### config.mk
export PLATFORM = sky130hd
export DESIGN_NAME = vme_window_decoder
export DESIGN_NICKNAME = d
export VERILOG_FILES = /design/src/rtl/vmedec_pkg.sv /design/src/rtl/vmedec_fn_match.sv /design/src/rtl/vmedec_pick.sv /design/src/rtl/vme_window_decoder.sv
export SDC_FILE = /design/constraint.sdc
export NUM_CORES = 1
export LEC_CHECK = 0
export ABC_AREA = 1
export BUFFER_PORTS_ARGS = -buffer_cell sky130_fd_sc_hd__buf_2
export CAP_MARGIN = 20
export CORE_MARGIN = 1.5
export CORE_UTILIZATION = 36
export DETAILED_ROUTE_END_ITERATION = 8
export PLACE_DENSITY = 0.78
export SKIP_LAST_GASP = 1
export SLEW_MARGIN = 5
export SYNTH_ARGS = -nofsm -noshare
export SYNTH_HDL_FRONTEND = slang
export SYNTH_SLANG_ARGS = --single-unit
### constraint.sdc
create_clock -name clk -period 1.3 [get_ports clk]
set_clock_uncertainty 0.1 [all_clocks]
set_input_delay 0.13 -clock clk [delete_from_list [all_inputs] [get_ports clk]]
set_output_delay 0.13 -clock clk [all_outputs]
set_load 0.02 [all_outputs]
### src/rtl/vmedec_pkg.sv
// Package: shared address-space type and modifier-code classification for
// the window decoder. Assumes 6-bit modifier codes and 32-bit addresses.
package vmedec_pkg;

    typedef enum logic [1:0] {
        SP_NONE = 2'd0,
        SP_A16  = 2'd1,
        SP_A24  = 2'd2,
        SP_A32  = 2'd3
    } space_e;

    // Map a modifier code to the address space it selects (lock codes -> none)
    function automatic space_e am_space(input logic [5:0] am);
        space_e s;
        case (am)
            6'h08, 6'h09, 6'h0A, 6'h0B,
            6'h0C, 6'h0D, 6'h0E, 6'h0F: s = SP_A32;
            6'h38, 6'h39, 6'h3A, 6'h3B,
            6'h3C, 6'h3D, 6'h3E, 6'h3F: s = SP_A24;
            6'h29, 6'h2D:               s = SP_A16;
            default:                    s = SP_NONE;
        endcase
        return s;
    endfunction

    // Address bits that are meaningful in a given space
    function automatic logic [31:0] space_mask(input space_e s);
        logic [31:0] m;
        case (s)
            SP_A16:  m = 32'h0000_FFFF;
            SP_A24:  m = 32'h00FF_FFFF;
            SP_A32:  m = 32'hFFFF_FFFF;
            default: m = 32'h0000_0000;
        endcase
        return m;
    endfunction

    // Bus-lock modifier codes, which must never be accepted
    function automatic logic am_is_lock(input logic [5:0] am);
        return (am == 6'h05) || (am == 6'h32) || (am == 6'h2C);
    endfunction

endpackage

### src/rtl/vmedec_fn_match.sv
// Module: compare logic for one enabled function window.
// Checks the address against the compare bits under the mask, restricted to the
// cycle's space width, checks the modifier in the chosen mode, and forms the
// offset from the window base. Assumes the mask constant is non-zero; disabled
// functions are not instantiated.
module vmedec_fn_match
    import vmedec_pkg::*;
#(
    parameter logic [31:0] MASK      = 32'hFF00_0000,
    parameter logic [63:0] CAPS      = 64'h0000_0000_0000_FF00,
    parameter bit          DECODE_AM = 1'b1
) (
    input  logic [31:0] addr,
    input  logic [5:0]  am,
    input  logic [31:0] ader,
    output logic        match,
    output logic [31:0] offset
);

    localparam logic [31:0] SEL_MASK = {MASK[31:8], 8'h00};

    space_e      space;
    logic [31:0] width_mask;
    logic [31:0] cmp_mask;
    logic        addr_ok;
    logic        am_ok;
    logic        ader_unused;

    assign ader_unused = ^ader[1:0];

    // Classify the cycle and build the effective compare mask
    always_comb begin
        space      = am_space(am);
        width_mask = space_mask(space);
        cmp_mask   = SEL_MASK & width_mask;
    end

    // Address and modifier acceptance for this window
    always_comb begin
        addr_ok = (((addr ^ {ader[31:8], 8'h00}) & cmp_mask) == 32'h0);
        if (DECODE_AM) begin
            am_ok = (ader[7:2] == am);
        end else begin
            am_ok = CAPS[am];
        end
        match  = (space != SP_NONE) && addr_ok && am_ok;
        offset = addr & width_mask & ~SEL_MASK;
    end

endmodule

### src/rtl/vmedec_pick.sv
// Module: fixed-priority selector over the per-function match flags.
// The lowest-numbered matching function wins and its offset is passed on.
// With no match the index and offset are zero. Purely combinational.
module vmedec_pick #(
    parameter int NUM_FUNC = 4,
    parameter int IDX_W    = 2
) (
    input  logic [NUM_FUNC-1:0]       match_vec,
    input  logic [NUM_FUNC-1:0][31:0] offset_vec,
    output logic                      any_hit,
    output logic [IDX_W-1:0]          sel_idx,
    output logic [31:0]               sel_offset,
    output logic [NUM_FUNC-1:0]       grant
);

    // Walk from the top so the lowest matching index is left selected
    always_comb begin
        sel_idx    = '0;
        sel_offset = '0;
        grant      = '0;
        for (int i = NUM_FUNC - 1; i >= 0; i--) begin
            if (match_vec[i]) begin
                sel_idx    = IDX_W'(i);
                sel_offset = offset_vec[i];
                grant      = '0;
                grant[i]   = 1'b1;
            end
        end
        any_hit = |match_vec;
    end

endmodule

### src/rtl/vme_window_decoder.sv
// Module: top of the function window decoder.
// Instantiates a comparator for each function whose mask constant is non-zero
// and ties the others off. A priority selector picks the winner, and the result
// is registered on each address strobe. Assumes addr_in and am_in are stable
// whenever addr_stb is high. Synchronous active-low reset.
module vme_window_decoder
    import vmedec_pkg::*;
#(
    parameter int                             NUM_FUNC  = 4,
    parameter logic [NUM_FUNC-1:0][31:0]      ADEM_TAB  = {32'h0000_0000, 32'h0000_FF00,
                                                           32'h00F8_0000, 32'hFF00_0000},
    parameter logic [NUM_FUNC-1:0][63:0]      AMCAP_TAB = {64'h0000_0000_0000_0000,
                                                           64'h0000_3200_0000_0000,
                                                           64'hFF04_0000_0000_0000,
                                                           64'h0000_0000_0000_FF20},
    parameter bit                             DECODE_AM = 1'b1,
    localparam int                            IDX_W     = (NUM_FUNC > 1) ? $clog2(NUM_FUNC) : 1
) (
    input  logic                    clk,
    input  logic                    rst_n,
    input  logic                    addr_stb,
    input  logic [31:0]             addr_in,
    input  logic [5:0]              am_in,
    input  logic [NUM_FUNC*32-1:0]  ader_in,
    output logic                    win_hit,
    output logic [IDX_W-1:0]        win_idx,
    output logic [31:0]             win_offset
);

    logic [NUM_FUNC-1:0]       match_vec;
    logic [NUM_FUNC-1:0][31:0] offset_vec;
    logic [NUM_FUNC-1:0]       grant;
    logic                      any_hit;
    logic [IDX_W-1:0]          sel_idx;
    logic [31:0]               sel_offset;

    // Comparator per enabled function; disabled ones have no compare register
    for (genvar i = 0; i < NUM_FUNC; i++) begin : g_fn
        if (ADEM_TAB[i][31:8] != 24'h0) begin : g_on
            vmedec_fn_match #(
                .MASK      (ADEM_TAB[i]),
                .CAPS      (AMCAP_TAB[i]),
                .DECODE_AM (DECODE_AM)
            ) u_match (
                .addr   (addr_in),
                .am     (am_in),
                .ader   (ader_in[i*32 +: 32]),
                .match  (match_vec[i]),
                .offset (offset_vec[i])
            );
        end else begin : g_off
            logic ader_unused;
            assign ader_unused   = ^ader_in[i*32 +: 32];
            assign match_vec[i]  = 1'b0;
            assign offset_vec[i] = 32'h0;


            disabled_fn_never_wins_chk: assert property (@(posedge clk) disable iff (!rst_n)
                win_hit |-> (win_idx != IDX_W'(i)));
        end
    end

    vmedec_pick #(
        .NUM_FUNC (NUM_FUNC),
        .IDX_W    (IDX_W)
    ) u_pick (
        .match_vec  (match_vec),
        .offset_vec (offset_vec),
        .any_hit    (any_hit),
        .sel_idx    (sel_idx),
        .sel_offset (sel_offset),
        .grant      (grant)
    );

    // Capture the decode result on each address strobe
    always_ff @(posedge clk) begin
        if (!rst_n) begin
            win_hit    <= 1'b0;
            win_idx    <= '0;
            win_offset <= '0;
        end else if (addr_stb) begin
            win_hit    <= any_hit;
            win_idx    <= sel_idx;
            win_offset <= sel_offset;
        end
    end

    function automatic logic [31:0] mask_of(input logic [IDX_W-1:0] k);
        return {ADEM_TAB[k][31:8], 8'h00};
    endfunction


    lock_am_rejected_chk: assert property (@(posedge clk) disable iff (!rst_n)
        (addr_stb && am_is_lock(am_in)) |=> !win_hit);


    hold_without_strobe_chk: assert property (@(posedge clk) disable iff (!rst_n)
        !addr_stb |=> ($stable(win_hit) && $stable(win_idx) && $stable(win_offset)));


    offset_below_base_chk: assert property (@(posedge clk) disable iff (!rst_n)
        win_hit |-> ((win_offset & mask_of(win_idx)) == 32'h0));


    miss_outputs_zero_chk: assert property (@(posedge clk) disable iff (!rst_n)
        !win_hit |-> ((win_idx == '0) && (win_offset == 32'h0)));


    single_grant_chk: assert property (@(posedge clk) disable iff (!rst_n)
        $onehot0(grant) && (any_hit == (grant != '0)));

endmodule

### Word-level counts from Yosys, hierarchy flattened

Memory sizes are Yosys's and may differ from the RTL's.
Cells that the tools add are included.

* bits in registers: 35
* bits in read-only memories: 384
* input port bits: 169
* output and inout bits: 35
* logic and storage cells: 49
* memories kept: 3

Memories
* (no name shown): depth 64, bits a word 2, rd ports 1, clocked after memory_dff 0, wr ports 0, RTL line vmedec_pkg.sv:15 `case (am)`
* (no name shown): depth 64, bits a word 2, rd ports 1, clocked after memory_dff 0, wr ports 0, RTL line vmedec_pkg.sv:15
* (no name shown): depth 64, bits a word 2, rd ports 1, clocked after memory_dff 0, wr ports 0, RTL line vmedec_pkg.sv:15

* equal/unequal tests: 12
* mux-type cells: 9
* bitwise operators: 9
* reduce and logical (&&, ||, !) cells: 13

Operators with widths (number)
* 32-bit one-hot mux with 3 select lines: 3
* 32-bit bitwise AND: 3
* 32-bit zero test: 3
* 32-bit 2-to-1 mux: 3
* 32-bit XOR: 3
* 32-bit by 16-bit bitwise AND with 32-bit output: 1
* 32-bit by 24-bit bitwise AND with 32-bit output: 1
* 24-bit bitwise AND: 1
* 6-bit == test: 3
* 2-bit == test (second input constant): 6
* 2-bit by 1-bit == test with 1-bit output (second input constant): 3
* 1-bit logical AND: 6
* 2-bit 2-to-1 mux: 3
* 2-bit nonzero test: 3
* 3-bit OR reduction: 1

### Logic depth before layout (Yosys ltp)

Gate-level depths: netlist of run 1.
An unclocked memory read counts as a cell.

* depth after elaboration: 10
* mapped depth: 12
* depth with buffers taken out: 12

### Hierarchy

Synthesis of run 1 repeated with hierarchy kept, for this count alone.

* cell total of the unflattened synthesis: 909
* area total of the unflattened synthesis: 4505.6 µm²

By module, submodules not included
* vme_window_decoder: times used 1, cells each 223, area an instance 1481.4 µm², sequential area each 700.7 µm²
* vmedec_pick: times used 1, cells each 264, area an instance 1257.5 µm², sequential area each 0.0 µm²
* vmedec_fn_match at g_fn[0].g_on.u_match: times used 1, cells each 155, area an instance 630.6 µm², sequential area each 0.0 µm²
* vmedec_fn_match at g_fn[2].g_on.u_match: times used 1, cells each 139, area an instance 604.3 µm², sequential area each 0.0 µm²
* vmedec_fn_match at g_fn[1].g_on.u_match: times used 1, cells each 128, area an instance 531.8 µm², sequential area each 0.0 µm²

### Worst setup path before layout of run 1

Ideal clock, no wire load.

* path kind: input to register
* start point: input port am_in[5]
* end point: register win_offset[0]
* setup time: 0.069 ns
* arrival: 1.215 ns
* data required time: 1.131 ns
* slack: -0.084 ns
* stages: 11
* path buffers: 2
* cell sequence: inv_1 nand3_2 nand2_4 nor2_4 buf_6 nor2_4 nand3_4 nand3_4 buf_12 nand3_2 a21oi_2

* longest elaborated chain between the ends: 10
* elaborated cells on any way between the ends: 39
* classes of those cells: 12 x eq/ne; 6 x mux; 6 x bitwise; 12 x reduce/logical; 3 x memory

Ends and longest elaborated chain
* start: declaration: RTL line vme_window_decoder.sv:23 `input logic [5:0] am_in,`
* memory 64 x 2 bit
* 2-bit == test / 2-bit by 1-bit == test with 1-bit output (equally long branches): RTL line vmedec_pkg.sv:29 `case (s)`
* 32-bit one-hot mux with 3 select lines: RTL line vmedec_pkg.sv:29
* 32-bit by 16-bit bitwise AND with 32-bit output: RTL line vmedec_fn_match.sv:40 `addr_ok = (((addr ^ {ader[31:8], 8'h00}) & cmp_mask) == 32'h0);`
* 32-bit zero test: RTL line vmedec_fn_match.sv:40
* 1-bit logical AND (2 in series): RTL line vmedec_fn_match.sv:46 `match = (space != SP_NONE) && addr_ok && am_ok;`
* 32-bit 2-to-1 mux (2 in series): RTL line vmedec_pick.sv:22 `if (match_vec[i]) begin`
* 32-bit 2-to-1 mux *: RTL line vmedec_pick.sv:22
* end signal: assignment: RTL line vme_window_decoder.sv:84 `win_offset <= sel_offset;`
* end: declaration: RTL line vme_window_decoder.sv:27 `output logic [31:0] win_offset`

Mark *: on every way between the ends. The rest lies on a longest branch, timed or not.
A chain may end at the register's enable or synchronous reset.

### Worst setup path in the final report of run 1

* start point: input port am_in[1]
* end point: register win_offset[7]

Same word-level chain as after synthesis.

==> results by group, run 1 <==
CTS
  • Library cell used as clock root buffer: sky130_fd_sc_hd__clkbuf_8
  • Clock buffer depth: 2
  • Total clock buffers created by CTS: 5
  • Htree depth: 2
  • Number of clock sinks seen by CTS: 35
  • Clock latency at the later pin of the worst-skew pair: between 0.2 and 0.3 ns
  • TritonCTS clock tree: yes
  • Clock transition at the registers of the reported paths: approximately 0.07 ns

Global route
  • Vias in the first global route: 2,755
  • Antenna violations before repair: 0
  • Total grt overflow: 0
  • Aggregate global-route resource usage: around 18%
  • Global-route wire length before repair: approximately 11,000 um
  • Pin count of the biggest net entering global routing: 35

Yosys
  • Synth warnings: 0
  • Synthesized area divided by synthesized cell count: 5.99 um^2
  • Unique masters post-synth: 24
  • Post-synth net total: 594
  • Register area share after synthesis: ~28%
  • Flop and latch count out of synthesis: 35
  • Cell area after synthesis: between 2000 and 3000 um^2
  • Synth top area share: approximately 28%
  • Gate count of the mapped netlist: between 400 and 500
  • Cell type with the largest total area after synthesis: sky130_fd_sc_hd__dfxtp_1
  • Cell types occupying the most area after synthesis: sky130_fd_sc_hd__dfxtp_1 (28%), sky130_fd_sc_hd__nand2_1 (19%), sky130_fd_sc_hd__inv_1 (11%)

Timing
  • Normalized max-slew margin: around 78%
  • Max-slew violation count: 0
  • Smallest hold slack: 0.0837 ns
  • Final Setup Violations: 0
  • F_max: 0.814 GHz
  • Total Negative Setup Slacks: 0 ns
  • Worst-Margin Slew: roughly 0.34 ns
  • Unrepaired setup endpoints after global routing: yes
  • Minimum clock period after layout: between 1 and 1.5 ns
  • Hold Vio Cnt, Final: 0
  • Portion of the clock cycle consumed by the worst path in the final layout: between 90% and 100%

Hold path
  • Cell depth of the worst min-delay path: 5
  • Worst Hold Class: input pin to register
  • Min-Delay Endpoint: win_offset[18]
  • Hold path startpoint: addr_in[18]

Detailed routing
  • First-pass iteration count of the detailed router: 6
  • Overall routed net length: 7210 um
  • Via/cell ratio: around 4.4
  • DRC violations left: 0
  • Routed via count: just over 3,000
  • DRC marker count from the first detailed-route iteration: 66
  • Routed length per instance: ~10 um
  • Detail Route Antenna Nets: 0

Pwr
  • Static Leak: roughly 2.1 nW
  • Final Total Pwr: between 2 and 3 mW
  • Clock network power share: approximately 34%
  • Pwr/cell area: between 700 and 800 nW/um^2
  • Sw Share: ~29%
  • VDD IR-drop max: 0.933 mV
  • Internal power consumption: between 2 and 2.5 mW
  • Power spent charging and discharging nets: slightly above 800 uW
  • Sequential group share of total power: between 30% and 40%
  • Part of the power in combinational logic: a little over a quarter

Critical path
  • Count of cells along the worst register-to-register path: 4
  • Critical Path End Type: register
  • Reg2Reg Capture Point: win_offset[29]
  • Nature of the critical path startpoint: input pin
  • Reg-to-reg slack, setup: about 0.51 ns
  • Reg-to-Reg Start: win_offset[29]
  • Critical Path AT: ~1.3 ns
  • Required time reported for the critical path endpoint: ~1.4 ns
  • Worst setup path class: input pin to register
  • Worst-path maximum fanout: 6

Die
  • Vert. Die Dim: between 80 and 90 um
  • Die extent in x: a little under 90 um
  • Initial core utilization: a little under two fifths
  • Number of top-level pins: ~200
  • Number of standard-cell rows in the floorplan: 30
  • Area inside the core boundary: about 7000 um^2
  • Die area: ~7600 um^2

Final layout
  • Synthesis-to-layout area growth: 51.9%
  • Number of antenna repair diodes: 0
  • Final cell count without fillers: between 600 and 700
  • Util after Layout: between 50% and 60%
  • Fraction of final layout cells with drive strength greater than 1: between 40% and 50%
  • NumNets Final: 759

Placed design
  • Input/output buffers: about 110
  • Half-perimeter wire length after detailed placement: ~5700 um
  • Weighted congestion reported at the end of routability-driven placement: ~0.85
  • Number of cells after detailed placement: 677

Run
  • Number of maximum-capacitance violations: 0

Run status
  • Outcome: finished, final reports clean
==> registers in the layout (all words and copies together) (netlist names) <==
| name | count |
|---|---|
| win_offset | 32 |
| win_idx | 2 |
| win_hit | 1 |
==> how the worst max path moves through the flow <==
| stage | startpoint | to |
|---|---|---|
| after floorplan | am_in[5] | win_offset[0] |
| final | am_in[1] | win_offset[7] |
| after detailed placement | am_in[3] | win_offset[5] |
| after global routing | am_in[1] | win_offset[31] |
| after global placement | am_in[4] | win_offset[19] |
| after CTS | am_in[3] | win_offset[6] |
==> timing repair <==
action / in CTS / in global routing
endpoints found under the setup margin: 0 / 33
setup buffers: 0 / 1
hold buffers: 0 / 0
gates resized for setup: 0 / 49
==> power by group through the flow <==
stage	clock network (mW)	logic [mW]	registers, mW
2_1_floorplan	0	0.329	1.15
3_3_place_gp	0	0.693	1.13
3_5_place_dp	0	0.709	1.13
4_1_cts	1.00	0.712	1.10
5_1_grt	1.04	0.839	1.10
6_report	0.968	0.755	1.10
==> per-layer routing <==
layer	vias up	share of wire (%)	GRT usage (%)
li1	1622	-	-
met1	1335	45	23.1
met2	90	50	32.9
met3	6	5.1	3.13
met4	0	0.55	2.93
met5	-	0	0
==> through the flow <==
| step | cell area [um^2] | worst slack [ns] |
|---|---|---|
| 5_1_grt | 3860 | -0.0272 |
| 3_5_place_dp | 3570 | -0.291 |
| 3_3_place_gp | 3570 | -0.260 |
| 4_1_cts | 3690 | 0.00166 |
| 6_report | 3860 | 0.0713 |
| 2_1_floorplan | 2560 | 0.00619 |
==> synth_stat cells <==
| cell type | instances |
|---|---|
| sky130_fd_sc_hd__a21oi_1 | 22 |
| sky130_fd_sc_hd__dfxtp_1 | 35 |
| sky130_fd_sc_hd__nor2_1 | 56 |
| sky130_fd_sc_hd__nor2_2 | 2 |
| sky130_fd_sc_hd__a21oi_2 | 11 |
| sky130_fd_sc_hd__nand3_2 | 10 |
| sky130_fd_sc_hd__xor2_1 | 1 |
| sky130_fd_sc_hd__xnor2_1 | 9 |
| sky130_fd_sc_hd__clkbuf_1 | 8 |
| sky130_fd_sc_hd__buf_4 | 1 |
| sky130_fd_sc_hd__nand2_4 | 1 |
| sky130_fd_sc_hd__o21ai_0 | 17 |
| sky130_fd_sc_hd__nand3_4 | 2 |
| sky130_fd_sc_hd__nand2_2 | 6 |
| sky130_fd_sc_hd__nand3b_1 | 3 |
| sky130_fd_sc_hd__nand2_1 | 132 |
| sky130_fd_sc_hd__inv_2 | 3 |
| sky130_fd_sc_hd__buf_6 | 2 |
| sky130_fd_sc_hd__nor2_4 | 3 |
| sky130_fd_sc_hd__nand4_1 | 2 |
| sky130_fd_sc_hd__buf_12 | 1 |
| sky130_fd_sc_hd__inv_4 | 1 |
| sky130_fd_sc_hd__inv_1 | 72 |
| sky130_fd_sc_hd__nand3_1 | 25 |
==> kinds of logic after synthesis <==
| family | after synthesis | share of synthesized area, % |
|---|---|---|
| compound gates | 50 | 11.5 |
| xor+xnor | 10 | 3.44 |
| buf+inv | 88 | 14.5 |
| simple gates | 242 | 43.1 |
| flops | 35 | 27.5 |
==> layout make-up <==
class                           instances  area [um^2]
Tap cell                               96          120
Clock buffer                            5         68.8
Fill cell                             684         2970
Clock inverter                          3         43.8
Inverter                               76          295
Multi-Input combinational cell        303         1580
Timing Repair Buffer                  169         1060
Sequential cell                        35          701
==> cell usage in the layout (no fill, tap or decap), types with 5 or more instances in the layout <==
master,instances
sky130_fd_sc_hd__nand3_2,11
sky130_fd_sc_hd__buf_2,105
sky130_fd_sc_hd__nand2_2,11
sky130_fd_sc_hd__dfxtp_1,35
sky130_fd_sc_hd__a21oi_1,19
sky130_fd_sc_hd__nor2_2,6
sky130_fd_sc_hd__a21oi_2,14
sky130_fd_sc_hd__inv_1,68
sky130_fd_sc_hd__buf_6,7
sky130_fd_sc_hd__nand2_1,123
sky130_fd_sc_hd__xnor2_1,8
sky130_fd_sc_hd__o21ai_0,17
sky130_fd_sc_hd__nand2_4,5
sky130_fd_sc_hd__nor2_1,52
sky130_fd_sc_hd__clkbuf_8,5
sky130_fd_sc_hd__inv_2,5
sky130_fd_sc_hd__nand3_1,24
sky130_fd_sc_hd__buf_4,54
==> worst max-delay path: stages <==
cell                      delay [ns]
sky130_fd_sc_hd__buf_6          0.11
sky130_fd_sc_hd__inv_4          0.06
sky130_fd_sc_hd__nand3_2        0.08
sky130_fd_sc_hd__nor2_4         0.14
sky130_fd_sc_hd__nor2_4         0.06
sky130_fd_sc_hd__buf_6          0.13
sky130_fd_sc_hd__nor2_4         0.09
sky130_fd_sc_hd__nand3_4        0.13
sky130_fd_sc_hd__nand3_2        0.20
sky130_fd_sc_hd__nand3_2        0.09
sky130_fd_sc_hd__a21oi_2        0.13
Note: power is estimated with default switching activity, not from simulation.
==> run 2, diff against run 1 <==
ABC_CLOCK_PERIOD_IN_PS = 1300   (was unset)
CORE_UTILIZATION = 37   (was 36)
CTS_BUF_LIST = sky130_fd_sc_hd__clkbuf_2 sky130_fd_sc_hd__clkbuf_4 sky130_fd_sc_hd__clkbuf_8   (was unset)
PLACE_DENSITY = 0.8   (was 0.78)
==> results by group, run 2 (synthesis gave the netlist of run 1 again) <==
Run status
  • Outcome: finished, final reports clean (unchanged)

Detailed routing
  • DRC violations left: 0 (unchanged)
  • DRC marker count from the first detailed-route iteration: 106 (was 66)
  • Routed via count: 3,049 (was 3,053)
  • Routed length per instance: 10.9 um (was 10.5 um)
  • Detail Route Antenna Nets: 0 (unchanged)
  • Overall routed net length: 7330 um (was 7210 um)
  • Via/cell ratio: 4.55 (was 4.44)
  • First-pass iteration count of the detailed router: 4 (was 6)

Placed design
  • Cell area after placement: 3530 um^2 (was 3570 um^2)
  • Number of cells after detailed placement: 658 (was 677)
  • Weighted congestion reported at the end of routability-driven placement: 0.885 (was 0.850)
  • Half-perimeter wire length after detailed placement: 5650 um (was 5730 um)
  • Setup Slack @ Placement: -0.330 ns (was -0.291 ns)
  • Input/output buffers: 114 (unchanged)

Run
  • Number of maximum-capacitance violations: 0 (unchanged)

Critical path
  • Critical Path End Type: register (unchanged)
  • Reg-to-reg slack, setup: 0.49 ns (was 0.51 ns)
  • Worst-path maximum fanout: 6 (unchanged)
  • CP Launch Point: am_in[4] (was am_in[1])
  • Nature of the critical path startpoint: input pin (unchanged)
  • Count of cells along the worst register-to-register path: 4 (unchanged)
  • Reg2Reg Capture Point: win_offset[28] (was win_offset[29])
  • Critical Path AT: 1.35 ns (was 1.34 ns)
  • Required time reported for the critical path endpoint: 1.41 ns (about the same)
  • Reg-to-Reg Start: win_offset[28] (was win_offset[29])
  • Setup crit end: win_offset[22] (was win_offset[7])
  • Worst setup path class: input pin to register (unchanged)

Final layout
  • Post-route cell area: 3880 um^2 (was 3860 um^2)
  • Most frequent cells in the layout: sky130_fd_sc_hd__nand2_1 (123), sky130_fd_sc_hd__buf_2 (105), sky130_fd_sc_hd__inv_1 (66) (was sky130_fd_sc_hd__nand2_1 (123), sky130_fd_sc_hd__buf_2 (105), sky130_fd_sc_hd__inv_1 (68))
  • Register with the most flip-flops: win_offset (unchanged)
  • Number of flip-flops under the largest register name: 32 (unchanged)
  • Synthesis-to-layout area growth: 52.5% (was 51.9%)
  • NumNets Final: 758 (was 759)
  • Final cell count without fillers: 670 (was 687)
  • Regs by FF count: win_offset (32), win_idx (2), win_hit (1) (unchanged)
  • Filler cells: 673 (was 684)
  • Util after Layout: 57.7% (was 56.6%)
  • Number of antenna repair diodes: 0 (unchanged)
  • Fraction of final layout cells with drive strength greater than 1: 41.5% (was 40.6%)
  • Most common library cell in the layout ignoring fill and taps: sky130_fd_sc_hd__nand2_1 (unchanged)

Timing
  • Hold Vio Cnt, Final: 0 (unchanged)
  • Final Setup Violations: 0 (unchanged)
  • Worst path setup slack after routing: 0.0659 ns (was 0.0713 ns)
  • F_max: 0.810 GHz (was 0.814 GHz)
  • Portion of the clock cycle consumed by the worst path in the final layout: 94.9% (was 94.5%)
  • Total Negative Setup Slacks: 0 ns (unchanged)
  • Unrepaired setup endpoints after global routing: yes (unchanged)
  • Minimum clock period after layout: 1.23 ns (about the same)
  • Worst-Margin Slew: 0.327 ns (was 0.337 ns)
  • Smallest hold slack: 0.0741 ns (was 0.0837 ns)
  • Normalized max-slew margin: 78.2% (was 77.5%)
  • Max-slew violation count: 0 (unchanged)

Hold path
  • Worst Hold Class: input pin to register (unchanged)

Die
  • Number of standard-cell rows in the floorplan: 30 (unchanged)
  • Die extent in x: 85.9 um (was 87.1 um)
  • Die area: 7380 um^2 (was 7580 um^2)
  • Area inside the core boundary: 6720 um^2 (was 6830 um^2)
  • Number of top-level pins: 204 (unchanged)
  • Initial core utilization: 37.9% (was 37.2%)
  • Vert. Die Dim: 85.9 um (was 87.1 um)

CTS
  • Clock transition at the registers of the reported paths: 0.08 ns (was 0.07 ns)
  • Htree depth: 2 (unchanged)
  • Library cell used as clock root buffer: sky130_fd_sc_hd__clkbuf_8 (unchanged)
  • Total clock buffers created by CTS: 5 (unchanged)
  • Cts-stage hold buffer count: 0 (unchanged)
  • Clock latency at the later pin of the worst-skew pair: 0.28 ns (was 0.27 ns)
  • Number of clock sinks seen by CTS: 35 (unchanged)
  • Clock buffer depth: 2 (unchanged)
  • TritonCTS clock tree: yes (unchanged)

Pwr
  • Pwr/cell area: 734 nW/um^2 (was 731 nW/um^2)
  • Final Total Pwr: 2.85 mW (was 2.82 mW)
  • Static Leak: 2.11 nW (about the same)
  • VDD IR-drop max: 0.635 mV (was 0.933 mV)

Global route
  • Vias in the first global route: 2,826 (was 2,755)
  • Total grt overflow: 0 (unchanged)
  • Global-route wire length before repair: 11,600 um (was 11,400 um)
  • Antenna violations before repair: 0 (unchanged)
  • Aggregate global-route resource usage: 19.0% (was 18.3%)
  • Pin count of the biggest net entering global routing: 34 (was 35)
==> run 2: cell types whose count changed in the layout (fill, tap and decap cells not counted), sizes merged <==
cell / delta
buf: -1
==> run 2: worst min path at each step <==
stage	startpoint	endpoint	cells after the start
CTS	addr_in[2]	win_offset[2]	5
global route	addr_in[3]	win_offset[3]	5
global placement	win_idx[0]	win_idx[0]	2
floorplan	rst_n	win_offset[10]	2
finish	addr_in[17]	win_offset[17]	5
detailed placement	win_offset[30]	win_offset[30]	2
==> run 2: what timing repair did <==
action	4_1_cts	5_1_grt
gates resized for setup	7	51
pin swaps	6	30
endpoints found under the setup margin	3	34
buffers inserted	1	2
hold endpoints to repair	0	0
gates cloned	0	1
==> run 2: worst max-delay path, cell delays in order <==
cell	delay [ns]
sky130_fd_sc_hd__buf_8	0.11
sky130_fd_sc_hd__buf_4	0.13
sky130_fd_sc_hd__nor2_4	0.12
sky130_fd_sc_hd__nor2_4	0.07
sky130_fd_sc_hd__buf_6	0.12
sky130_fd_sc_hd__inv_4	0.05
sky130_fd_sc_hd__nand3_2	0.09
sky130_fd_sc_hd__nor2_4	0.12
sky130_fd_sc_hd__nand2_1	0.09
sky130_fd_sc_hd__nand2_4	0.10
sky130_fd_sc_hd__nand2_2	0.07
sky130_fd_sc_hd__a21oi_2	0.13
==> run 2: cell type report <==
type	instances	area, um^2	area share (%)
multi-input combinational	303	1620	41.7
timing repair buffer	168	1060	27.2
sequential	35	701	18.1
inverter	76	293	7.55
tap	80	100	2.58
clock buffer	5	68.8	1.77
clock inverter	3	43.8	1.13
==> run 2: power breakdown <==
| part | leakage, nW | switching (mW) | total, mW | internal, mW |
|---|---|---|---|---|
| Sequential | 0.284 | 0.00929 | 1.10 | 1.09 |
| Combinational | 1.77 | 0.406 | 0.767 | 0.361 |
| Clock | 0.0581 | 0.410 | 0.981 | 0.571 |
| Total | 2.11 | 0.825 | 2.85 | 2.02 |
==> run 2: routing by layer <==
metal / global-route usage (%) / vias up / wire (um)
met5: 0 / - / 0
met4: 4.40 / 0 / 56
met3: 3.95 / 4 / 352
met2: 34.4 / 77 / 3740
met1: 23.0 / 1351 / 3180
li1: - / 1617 / -
==> run 3, diff against run 2 <==
BUFFER_PORTS_ARGS = unset   (was -buffer_cell sky130_fd_sc_hd__buf_2)
CORE_UTILIZATION = 40   (was 37)
DONT_BUFFER_PORTS = 1   (was unset)
PLACE_DENSITY = 0.56   (was 0.8)
==> results by group, run 3 (synthesis gave the netlist of run 1 again) <==
Placed design
  • Weighted congestion reported at the end of routability-driven placement: 0.764 (was 0.885)
  • Setup Slack @ Placement: -0.187 ns (was -0.330 ns)
  • Input/output buffers: 0 (was 114)
  • Half-perimeter wire length after detailed placement: 4970 um (was 5650 um)

Critical path
  • Nature of the critical path startpoint: input pin (unchanged)
  • Reg-to-Reg Start: win_offset[31] (was win_offset[28])
  • Critical Path End Type: register (unchanged)
  • Slowest cell delay on critical path: 0.23 ns (was 0.13 ns)
  • Critical Path AT: 1.27 ns (was 1.35 ns)
  • Worst-path maximum fanout: 12 (was 6)
  • Worst setup path class: input pin to register (unchanged)
  • Critical Path, Cell by Cell: xnor2_1, nand3_1, nor2_2, nand3_4, nand3_4, nand3_2, a21oi_2 (was buf_8, buf_4, nor2_4, nor2_4, buf_6, inv_4, nand3_2, nor2_4, nand2_1, nand2_4, nand2_2, a21oi_2)
  • CP Launch Point: ader_in[75] (was am_in[4])
  • Worst-path cell with the longest stage delay: sky130_fd_sc_hd__xnor2_1 (was sky130_fd_sc_hd__buf_4)
  • Cell repeated most along the worst path: sky130_fd_sc_hd__nand3_4 (was sky130_fd_sc_hd__nor2_4)
  • Setup crit end: win_offset[2] (was win_offset[22])
  • Reg-to-reg slack, setup: 0.41 ns (was 0.49 ns)
  • Reg2Reg Capture Point: win_offset[31] (was win_offset[28])
  • Required time reported for the critical path endpoint: 1.42 ns (was 1.41 ns)
  • Count of cells along the worst register-to-register path: 4 (unchanged)

Die
  • Initial core utilization: 42.2% (was 37.9%)
  • Die area: 6850 um^2 (was 7380 um^2)
  • Vert. Die Dim: 82.7 um (was 85.9 um)
  • Number of standard-cell rows in the floorplan: 28 (was 30)
  • Die extent in x: 82.7 um (was 85.9 um)
  • Area inside the core boundary: 6030 um^2 (was 6720 um^2)
  • Number of top-level pins: 204 (unchanged)

Pwr
  • Final Total Pwr: 2.34 mW (was 2.85 mW)
  • Part of the power in combinational logic: 18.6% (was 26.9%)
  • Sw Share: 27.9% (was 29.0%)
  • Sequential group share of total power: 48.1% (was 38.6%)
  • VDD IR-drop max: 0.814 mV (was 0.635 mV)
  • Clock network power share: 33.3% (was 34.4%)
  • Pwr/cell area: 794 nW/um^2 (was 734 nW/um^2)
  • Static Leak: 1.45 nW (was 2.11 nW)
  • Power spent charging and discharging nets: 652 uW (was 825 uW)
  • Internal power consumption: 1.69 mW (was 2.02 mW)

CTS
  • TritonCTS clock tree: yes (unchanged)
  • Clock latency at the later pin of the worst-skew pair: 0.28 ns (about the same)
  • Number of clock sinks seen by CTS: 35 (unchanged)
  • Clock buffer depth: 2 (unchanged)
  • Clock transition at the registers of the reported paths: 0.07 ns (was 0.08 ns)
  • Total clock buffers created by CTS: 5 (unchanged)
  • Cts-stage hold buffer count: 1 (was 0)
  • Library cell used as clock root buffer: sky130_fd_sc_hd__clkbuf_8 (unchanged)
  • Htree depth: 2 (unchanged)
  • Total setup buffers inserted after CTS: 0 (was 1)

Run status
  • Outcome: finished with violations (was finished, final reports clean)
  • Violations in the final reports: hold timing

Final layout
  • Filler cells: 685 (was 673)
  • Util after Layout: 48.9% (was 57.7%)
  • Most common library cell in the layout ignoring fill and taps: sky130_fd_sc_hd__nand2_1 (unchanged)
  • Register with the most flip-flops: win_offset (unchanged)
  • Number of flip-flops under the largest register name: 32 (unchanged)
  • NumNets Final: 624 (was 758)
  • Synthesis-to-layout area growth: 15.9% (was 52.5%)
  • Number of antenna repair diodes: 0 (unchanged)
  • Most frequent cells in the layout: sky130_fd_sc_hd__nand2_1 (132), sky130_fd_sc_hd__inv_1 (70), sky130_fd_sc_hd__nor2_1 (54) (was sky130_fd_sc_hd__nand2_1 (123), sky130_fd_sc_hd__buf_2 (105), sky130_fd_sc_hd__inv_1 (66))
  • Regs by FF count: win_offset (32), win_idx (2), win_hit (1) (unchanged)
  • Fraction of final layout cells with drive strength greater than 1: 19.3% (was 41.5%)

Detailed routing
  • Routed length per instance: 11.6 um (was 10.9 um)
  • DRC marker count from the first detailed-route iteration: 53 (was 106)
  • Routed via count: 2,493 (was 3,049)
  • Overall routed net length: 6150 um (was 7330 um)
  • DRC violations left: 0 (unchanged)
  • First-pass iteration count of the detailed router: 4 (unchanged)
  • Via/cell ratio: 4.69 (was 4.55)
  • Detail Route Antenna Nets: 0 (unchanged)

Timing
  • Final Setup Violations: 0 (unchanged)
  • Hold Vio Cnt, Final: 28 (was 0)
  • Worst-Margin Slew: 0.298 ns (was 0.327 ns)
  • Portion of the clock cycle consumed by the worst path in the final layout: 88.7% (was 94.9%)
  • Smallest hold slack: -0.157 ns (was 0.0741 ns)
  • Max-slew violation count: 0 (unchanged)
  • F_max: 0.868 GHz (was 0.810 GHz)
  • Normalized max-slew margin: 80.1% (was 78.2%)
  • Worst path setup slack after routing: 0.148 ns (was 0.0659 ns)
  • Unrepaired setup endpoints after global routing: yes (unchanged)
  • Minimum clock period after layout: 1.15 ns (was 1.23 ns)

Hold path
  • Cell depth of the worst min-delay path: 1 (was 5)
  • Worst Hold Class: input pin to register (unchanged)

Global route
  • Vias in the first global route: 2,390 (was 2,826)
  • Pin count of the biggest net entering global routing: 46 (was 34)
  • Antenna violations before repair: 0 (unchanged)
  • Global-route wire length before repair: 10,100 um (was 11,600 um)
  • Total grt overflow: 0 (unchanged)
  • Aggregate global-route resource usage: 18.8% (was 19.0%)

Run
  • Number of maximum-capacitance violations: 0 (unchanged)
==> run 3: worst max-delay path: cells and delay by family <==
| family | cells | cell delay [ns] |
|---|---|---|
| AOI/OAI and AO/OA | 1 | 0.12 |
| xor gates and xnor gates | 1 | 0.23 |
| and+or+nand+nor | 5 | 0.78 |
==> run 3: area by class of cell <==
cell class	count	area, um^2	share of cell area [%]
timing repair buffer	35	275	9.34
clock buffer	6	76.3	2.59
clock inverter	2	12.5	0.424
inverter	76	290	9.85
multi-input combinational	302	1500	50.8
sequential	35	702	23.8
tap	75	93.8	3.18
==> run 3: worst min path at each step <==
stage / slack (ns) / start / endpoint
2_1_floorplan: 0.17 / rst_n / win_offset[10]
3_3_place_gp: 0.13 / addr_stb / win_offset[13]
3_5_place_dp: 0.13 / addr_stb / win_offset[8]
4_1_cts: -0.17 / addr_stb / win_offset[13]
5_1_grt: -0.17 / addr_stb / win_offset[11]
6_report: -0.16 / addr_stb / win_offset[13]
==> run 3: metal layers <==
metal  wire [um]  track usage, %
met5           0               0
met4          19            2.50
met3         701            8.90
met2        2800            32.4
met1        2620            21.8
==> run 3: power groups by stage <==
stage	clock [mW]	combinational, mW	sequential [mW]
after floorplan	0	0.329	1.15
after global routing	0.841	0.508	1.13
after global placement	0	0.434	1.15
after CTS	0.805	0.440	1.13
after detailed placement	0	0.438	1.15
final	0.779	0.436	1.13
==> run 3: what timing repair did <==
item | 4_1_cts | 5_1_grt
gates resized for setup | 0 | 4
endpoints found under the hold margin | 28 | 28
endpoints found under the setup margin | 0 | 16
==> run 3: per-stage QoR <==
stage               instance area [um^2]  hold slack (ns)  instances  TNS, ns
finish                              2950           -0.157        531        0
global route                        2950           -0.172        531  -0.0301
CTS                                 2950           -0.169        532        0
detailed placement                  2850            0.132        523    -4.26
global placement                    2850            0.132        523    -3.64
floorplan                           2560            0.168        425        0
